[src/rtl/vm_pkg.sv]
package vm_pkg;
    localparam int OP_W   = 4;
    localparam int HALF_W = OP_W / 2;
    localparam int SUB_W  = 2 * HALF_W;
    localparam int PROD_W = 2 * OP_W;
    localparam int GROUPS = PROD_W / HALF_W - 1;

    typedef logic [HALF_W-1:0] half_t;
    typedef logic [SUB_W-1:0]  sub_t;
endpackage

[src/rtl/vm_ha.sv]
module vm_ha (
    input  logic x_i,
    input  logic y_i,
    output logic s_o,
    output logic c_o
);
    assign s_o = x_i ^ y_i;
    assign c_o = x_i & y_i;
endmodule

[src/rtl/vm_fa.sv]
module vm_fa (
    input  logic x_i,
    input  logic y_i,
    input  logic z_i,
    output logic s_o,
    output logic c_o
);
    assign s_o = x_i ^ y_i ^ z_i;
    assign c_o = (x_i & y_i) | (z_i & (x_i ^ y_i));
endmodule

[src/rtl/vm_mul2.sv]
module vm_mul2
    import vm_pkg::*;
(
    input  half_t a_i,
    input  half_t b_i,
    output sub_t  q_o
);
    logic t_lo_hi, t_hi_lo, t_hi_hi, c_mid;

    assign q_o[0]  = a_i[0] & b_i[0];
    assign t_hi_lo = a_i[1] & b_i[0];
    assign t_lo_hi = a_i[0] & b_i[1];
    assign t_hi_hi = a_i[1] & b_i[1];

    vm_ha u_ha_mid (.x_i(t_hi_lo), .y_i(t_lo_hi), .s_o(q_o[1]), .c_o(c_mid));
    vm_ha u_ha_top (.x_i(t_hi_hi), .y_i(c_mid),   .s_o(q_o[2]), .c_o(q_o[3]));

    always_comb begin

        sub_prod_chk: assert (q_o == sub_t'({2'b00, a_i} * {2'b00, b_i}));

        sub_max_chk: assert (q_o <= sub_t'(9));
    end
endmodule

[src/rtl/vm_group.sv]
module vm_group
    import vm_pkg::*;
(
    input  half_t x_i,
    input  half_t y_i,
    input  half_t z_i,
    input  half_t cin_i,
    output half_t sum_o,
    output half_t cout_o
);
    logic s_a, c_a, c_b, s_b, c_c, s_c, c_d, c_e;

    // column of weight 1 inside the group
    vm_fa u_fa0 (.x_i(x_i[0]), .y_i(y_i[0]), .z_i(z_i[0]), .s_o(s_a), .c_o(c_a));
    vm_ha u_ha0 (.x_i(s_a), .y_i(cin_i[0]), .s_o(sum_o[0]), .c_o(c_b));

    // column of weight 2 inside the group
    vm_fa u_fa1 (.x_i(x_i[1]), .y_i(y_i[1]), .z_i(z_i[1]), .s_o(s_b), .c_o(c_c));
    vm_fa u_fa2 (.x_i(s_b), .y_i(cin_i[1]), .z_i(c_a), .s_o(s_c), .c_o(c_d));
    vm_ha u_ha1 (.x_i(s_c), .y_i(c_b), .s_o(sum_o[1]), .c_o(c_e));

    // count of the three outgoing carries, as a binary value
    vm_fa u_fac (.x_i(c_c), .y_i(c_d), .z_i(c_e), .s_o(cout_o[0]), .c_o(cout_o[1]));
endmodule

[src/rtl/vm_mul4.sv]
module vm_mul4
    import vm_pkg::*;
#(
    parameter bit REG_OUT = 1'b1
) (
    input  logic              clk,
    input  logic              rst_n,
    input  logic [OP_W-1:0]   a_i,
    input  logic [OP_W-1:0]   b_i,
    output logic [PROD_W-1:0] prod_o
);
    sub_t  q_ll, q_hl, q_lh, q_hh;
    half_t gx [GROUPS];
    half_t gy [GROUPS];
    half_t gz [GROUPS];
    half_t gci [GROUPS];
    half_t gco [GROUPS];
    half_t gs [GROUPS];
    logic [PROD_W-1:0] prod_c;

    vm_mul2 u_ll (.a_i(a_i[HALF_W-1:0]),    .b_i(b_i[HALF_W-1:0]),    .q_o(q_ll));
    vm_mul2 u_hl (.a_i(a_i[OP_W-1:HALF_W]), .b_i(b_i[HALF_W-1:0]),    .q_o(q_hl));
    vm_mul2 u_lh (.a_i(a_i[HALF_W-1:0]),    .b_i(b_i[OP_W-1:HALF_W]), .q_o(q_lh));
    vm_mul2 u_hh (.a_i(a_i[OP_W-1:HALF_W]), .b_i(b_i[OP_W-1:HALF_W]), .q_o(q_hh));

    always_comb begin
        gx[0] = q_ll[SUB_W-1:HALF_W];
        gy[0] = q_hl[HALF_W-1:0];
        gz[0] = q_lh[HALF_W-1:0];
        gx[1] = q_hh[HALF_W-1:0];
        gy[1] = q_hl[SUB_W-1:HALF_W];
        gz[1] = q_lh[SUB_W-1:HALF_W];
        gx[2] = q_hh[SUB_W-1:HALF_W];
        gy[2] = '0;
        gz[2] = '0;
    end

    assign gci[0] = '0;

    for (genvar g = 0; g < GROUPS; g++) begin : g_grp
        if (g > 0) begin : g_link
            assign gci[g] = gco[g-1];
        end
        vm_group u_grp (
            .x_i(gx[g]), .y_i(gy[g]), .z_i(gz[g]),
            .cin_i(gci[g]), .sum_o(gs[g]), .cout_o(gco[g])
        );
        assign prod_c[HALF_W*(g+2)-1 -: HALF_W] = gs[g];
    end

    assign prod_c[HALF_W-1:0] = q_ll[HALF_W-1:0];

    logic primed;
    always_ff @(posedge clk) begin
        if (!rst_n) primed <= 1'b0;
        else        primed <= 1'b1;
    end


    low_carry_range_chk: assert property (@(posedge clk) disable iff (!rst_n)
        (gco[0] <= half_t'(2)) && (gco[1] <= half_t'(2)));


    top_carry_zero_chk: assert property (@(posedge clk) disable iff (!rst_n)
        gco[GROUPS-1] == '0);

    if (REG_OUT) begin : g_reg
        always_ff @(posedge clk) begin
            if (!rst_n) prod_o <= '0;
            else        prod_o <= prod_c;
        end


        reg_product_chk: assert property (@(posedge clk) disable iff (!rst_n)
            primed |-> prod_o == ({4'b0, $past(a_i)} * {4'b0, $past(b_i)}));


        reset_clear_chk: assert property (@(posedge clk)
            $past(!rst_n) && primed == 1'b0 |-> prod_o == '0);
    end else begin : g_comb
        assign prod_o = prod_c;


        comb_product_chk: assert property (@(posedge clk) disable iff (!rst_n)
            prod_o == ({4'b0, a_i} * {4'b0, b_i}));
    end
endmodule

[config.mk]
export PLATFORM = sky130hd
export DESIGN_NAME = vm_mul4
export DESIGN_NICKNAME = d
export VERILOG_FILES = /design/src/rtl/vm_pkg.sv /design/src/rtl/vm_ha.sv /design/src/rtl/vm_fa.sv /design/src/rtl/vm_mul2.sv /design/src/rtl/vm_group.sv /design/src/rtl/vm_mul4.sv
export SDC_FILE = /design/constraint.sdc
export NUM_CORES = 1
export LEC_CHECK = 0
export ABC_CLOCK_PERIOD_IN_PS = 4900
export BUFFER_PORTS_ARGS = -buffer_cell sky130_fd_sc_hd__buf_2
export CAP_MARGIN = 20
export CORE_MARGIN = 2
export CORE_UTILIZATION = 49
export DETAILED_ROUTE_END_ITERATION = 10
export GPL_ROUTABILITY_DRIVEN = 1
export PLACE_DENSITY = 0.72
export SYNTH_ARGS = -nofsm -noshare
export SYNTH_HDL_FRONTEND = slang
export SYNTH_SLANG_ARGS = --single-unit
[constraint.sdc]
create_clock -name clk -period 4.9 [get_ports clk]
set_clock_uncertainty 0.2 [all_clocks]
set_input_delay 0.245 -clock clk [delete_from_list [all_inputs] [get_ports clk]]
set_output_delay 0.245 -clock clk [all_outputs]
set_load 0.02 [all_outputs]
-- Word level (Yosys, flattened, before mapping)
Index checks and enable logic that the tools add are counted.
- register bits: 8
- word-level logic and storage cells: 75
- bitwise gates (word level): 74
- operators by type and width (cell ; number):
    $and A1 B1 Y1 ; 41
    $xor A1 B1 Y1 ; 27
    $or A1 B1 Y1 ; 6

-- Depth between registers and ports, before layout
- depth in word-level cells: 16
- gate-level depth with buffers: 16
- mapped depth without buffers: 16

-- Hierarchy
A second synthesis with hierarchy kept.
- cell total of the unflattened synthesis: 59
- area, all modules: 729.4 µm²
- modules (own cells, without submodules) (module ; instances ; cells an instance ; area each (µm²)):
    vm_fa ; 12 ; 1 ; 20.0
    vm_mul4 ; 1 ; 17 ; 214.0
    vm_ha ; 14 ; 1 ; 12.5
    vm_mul2 ; 4 ; 4 ; 25.0

-- Worst setup path before layout
OpenSTA, ideal clock, no wires.
- path type: input-to-reg
- start point: in a_i[1]
- end point: reg prod_o[7]
- arrival time: 3296 ps
- setup slack: 1289 ps
- stages on the path: 16
- cells stage by stage: and2_1 ha_1 ha_1 fa_1 ha_1 ha_1 inv_1 fa_1 inv_1 ha_1 inv_1 fa_1 inv_1 ha_1 xnor3_1 and2_1
- cells in the longest elaborated chain, start to end: 16
- RTL lines (item ; line ; RTL):
    start: declaration ; vm_mul4.sv:8 ; input logic [OP_W-1:0] a_i,
    $and A1 B1 Y1 ; vm_mul2.sv:11 ; assign t_hi_lo = a_i[1] & b_i[0];
    $and A1 B1 Y1 ; vm_ha.sv:8 ; assign c_o = x_i & y_i;
    $xor A1 B1 Y1 ; vm_ha.sv:7 ; assign s_o = x_i ^ y_i;
    $xor A1 B1 Y1 ; vm_fa.sv:9 ; assign c_o = (x_i & y_i) | (z_i & (x_i ^ y_i));
    $and A1 B1 Y1 ; vm_fa.sv:9 ;
    $or A1 B1 Y1 ; vm_fa.sv:9 ;
    $and A1 B1 Y1 (2 in a row) ; vm_fa.sv:9 ;
    $xor A1 B1 Y1 ; vm_fa.sv:8, vm_fa.sv:9 ;
    $and A1 B1 Y1 ; vm_fa.sv:9 ;
    $or A1 B1 Y1 ; vm_fa.sv:9 ;
    $xor A1 B1 Y1 ; vm_fa.sv:8, vm_fa.sv:9 ;
    $and A1 B1 Y1 ; vm_fa.sv:9 ;
    $or A1 B1 Y1 ; vm_fa.sv:9 ;
    $xor A1 B1 Y1 ; vm_fa.sv:8 ; assign s_o = x_i ^ y_i ^ z_i;
    $xor A1 B1 Y1 (*) ; vm_ha.sv:7 ;
    end signal: assignment ; vm_mul4.sv:70 ; else prod_o <= prod_c;
    end: declaration ; vm_mul4.sv:10 ; output logic [PROD_W-1:0] prod_o
Every way passes the cells marked *; elsewhere a longest branch is shown, timed or not.
A chain may end at the register's enable or synchronous reset.

-- Worst setup path in the final report
Same ends and word-level chain as after synthesis.

==> flow_metrics.tcl <==
set metrics [dict create \
    grt_pass1_wl_um 1660 \
    drive_gt1_share_pct 25.6 \
    worst_slew_pin_slew_ns 0.102 \
    io_pins 18 \
    firstDrtPassIters 2 \
    cap_violations 0 \
    cts_resized 0 \
    crit_arrival_ns 3.52 \
    ctsHoldBuffers 0 \
    synth.avg_cell_area_sq_um 11.0 \
    synth_mux_area_share_pct 0 \
    die_x_um 40.0 \
    cts_sinks 8 \
    cts_tree "done" \
    synth_edf_count 0 \
    post-cts-setup-buffer-count 0 \
    peakVddDrop_uv 173 \
    die_y_um 40.0 \
    h-tree-depth 1 \
    drv_slew 0 \
    filler_cell_count 89 \
    post-synth-top-area-cell "ha_1" \
    crit_type "primary input to register" \
    hold_class "primary input to register" \
    syn_nets 87 \
    grt_max_degree 9 \
    port_buffers 17 \
    power_density_mw_per_mm2 238 \
    regMostFlops "prod_o" \
    slew_headroom_pct 93.2 \
    yosys-top-cells-area "ha_1, dfxtp_1, and2_1, fa_1, inv_1" \
    nNetsFinal 109 \
    viasPerCell 4.67 \
    cts_max_path_buffers 2 \
    synth_compound_gate_area_share_pct 0 \
    totalWireLength_um 944 \
    cts.clk_slew.worst_paths_ns 0.05 \
    yosys_warnings 0 \
    largest_register_ff_count 8 \
    final_cells 92 \
    synth_top_area_share_pct 25.6 \
    gpl.final_weighted_congestion 0.797 \
    ant_nets 0 \
    ys_seq_area_share_pct 25.2 \
    antenna_cells 0 \
    rsz0062_at_grt "false" \
    synth.most_common_cell "and2_1" \
    yosys.area_share.adder_pct 44.5 \
    cp-start-kind "primary input" \
    status "finished, final reports clean" \
    synth-simple-area-share_pct 22.6 \
    tns_ns 0 \
    place_inst 89 \
    synthTopCellsByCount "and2_1, ha_1, dfxtp_1" \
    synth_xor_area_share_pct 3.54 \
    grt-ovfl-total 0 \
    drtIter0Drc 2 \
    first_global_vias 434 \
    ys.flop_type "dfxtp_1" \
    fin_crit_ns 3.58 \
    ys_types 7 \
    wl_per_cell_um 10.3 \
    synth_area_sq_um 636 \
    final-hold-violation-count 0 \
    rows 12 \
    period_share_pct 73.1 \
    die_area_sq_mm 0.00160 \
    ys_ff_latch 8 \
    antenna_found_initial 0 \
    synthCells 58 \
    end_kind "register" \
    dr_total_vias 430 \
    leakagePower_nw 0.435 \
    initial_core_util_pct 55.0 \
    holdPathStages 2 \
    coreArea_sq_mm 0.00116 \
    gr-usage-all-layers_pct 16.6 \
    worstPathRequired_ns 4.84 \
    cts_made_buffers 3 \
    largestRegisters "prod_o x8" \
    place_hpwl_um 879 \
    synth_top_family_by_area "adder cells" \
    synthArstFlopShare_pct 0 \
    clock-root-buffer "clkbuf_4" \
    area_growth_pct 19.7 \
    setup_viol 0 \
    fmax_mhz 279 \
    cp_max_fo 4 \
    drc 0 \
]
cell families after synthesis:
group,Yosys count
XOR/XNOR,1
adder cells (fa/ha/maj),19
buffers and inverters,7
flip-flops,8
AND/OR/NAND/NOR,23
final timing paths:
path / to / start / slack (ns)
setup / recovery: prod_o[7]$_SDFF_PN0_ / a_i[1] / 1.32
hold / removal: prod_o[0]$_SDFF_PN0_ / a_i[0] / 0.07
layout make-up:
cell class                 instances  area, sq um  area share (%)
clock buffer                       3         22.5            2.96
sequential                         8          160            21.1
timing repair buffer              17         85.1            11.2
multi-input combinational         43          449            59.0
inverter                           7         26.3            3.45
tap                               14         17.5            2.30
placed cells by master (no fill, tap or decap):
cell,instances
dfxtp_1,8
buf_2,17
and3_1,1
inv_1,7
fa_1,6
xnor3_1,1
ha_1,13
and2_1,22
clkbuf_4,3
metal layers:
metal	global-route usage, %	up-vias	share of wire, %
li1	-	225	-
met1	19.3	193	46
met2	29.0	12	48
met3	8.33	0	5.7
met4	0	0	0
met5	0	-	0
per-stage QoR:
step / setup slack, ns / util, % / total power [mW] / cell area, sq um / hold slack (ns)
finish: 1.32 / 65.8 / 0.181 / 761 / 0.0660
global route: 1.14 / 65.8 / 0.198 / 761 / 0.0903
CTS: 1.28 / 65.8 / 0.185 / 761 / 0.0593
detailed placement: 0.994 / 63.9 / 0.136 / 738 / 0.322
global placement: 1.08 / 63.9 / 0.134 / 738 / 0.314
floorplan: 1.29 / - / 0.115 / 636 / 0.167
critical path, stage by stage:
cell and delay [ns]:
buf_2 0.11, and2_1 0.15, ha_1 0.19, ha_1 0.30
fa_1 0.43, ha_1 0.19, ha_1 0.17, inv_1 0.07
fa_1 0.41, inv_1 0.06, ha_1 0.14, inv_1 0.05
fa_1 0.47, inv_1 0.04, ha_1 0.17, xnor3_1 0.16
and2_1 0.16
power breakdown:
part           total [mW]  leakage [nW]  switching (mW)  internal, mW
logic              0.0573         0.355          0.0315        0.0258
clock network      0.0491        0.0138          0.0212        0.0279
registers          0.0747        0.0661         0.00159        0.0731
Power figures use the tool's default switching activity.
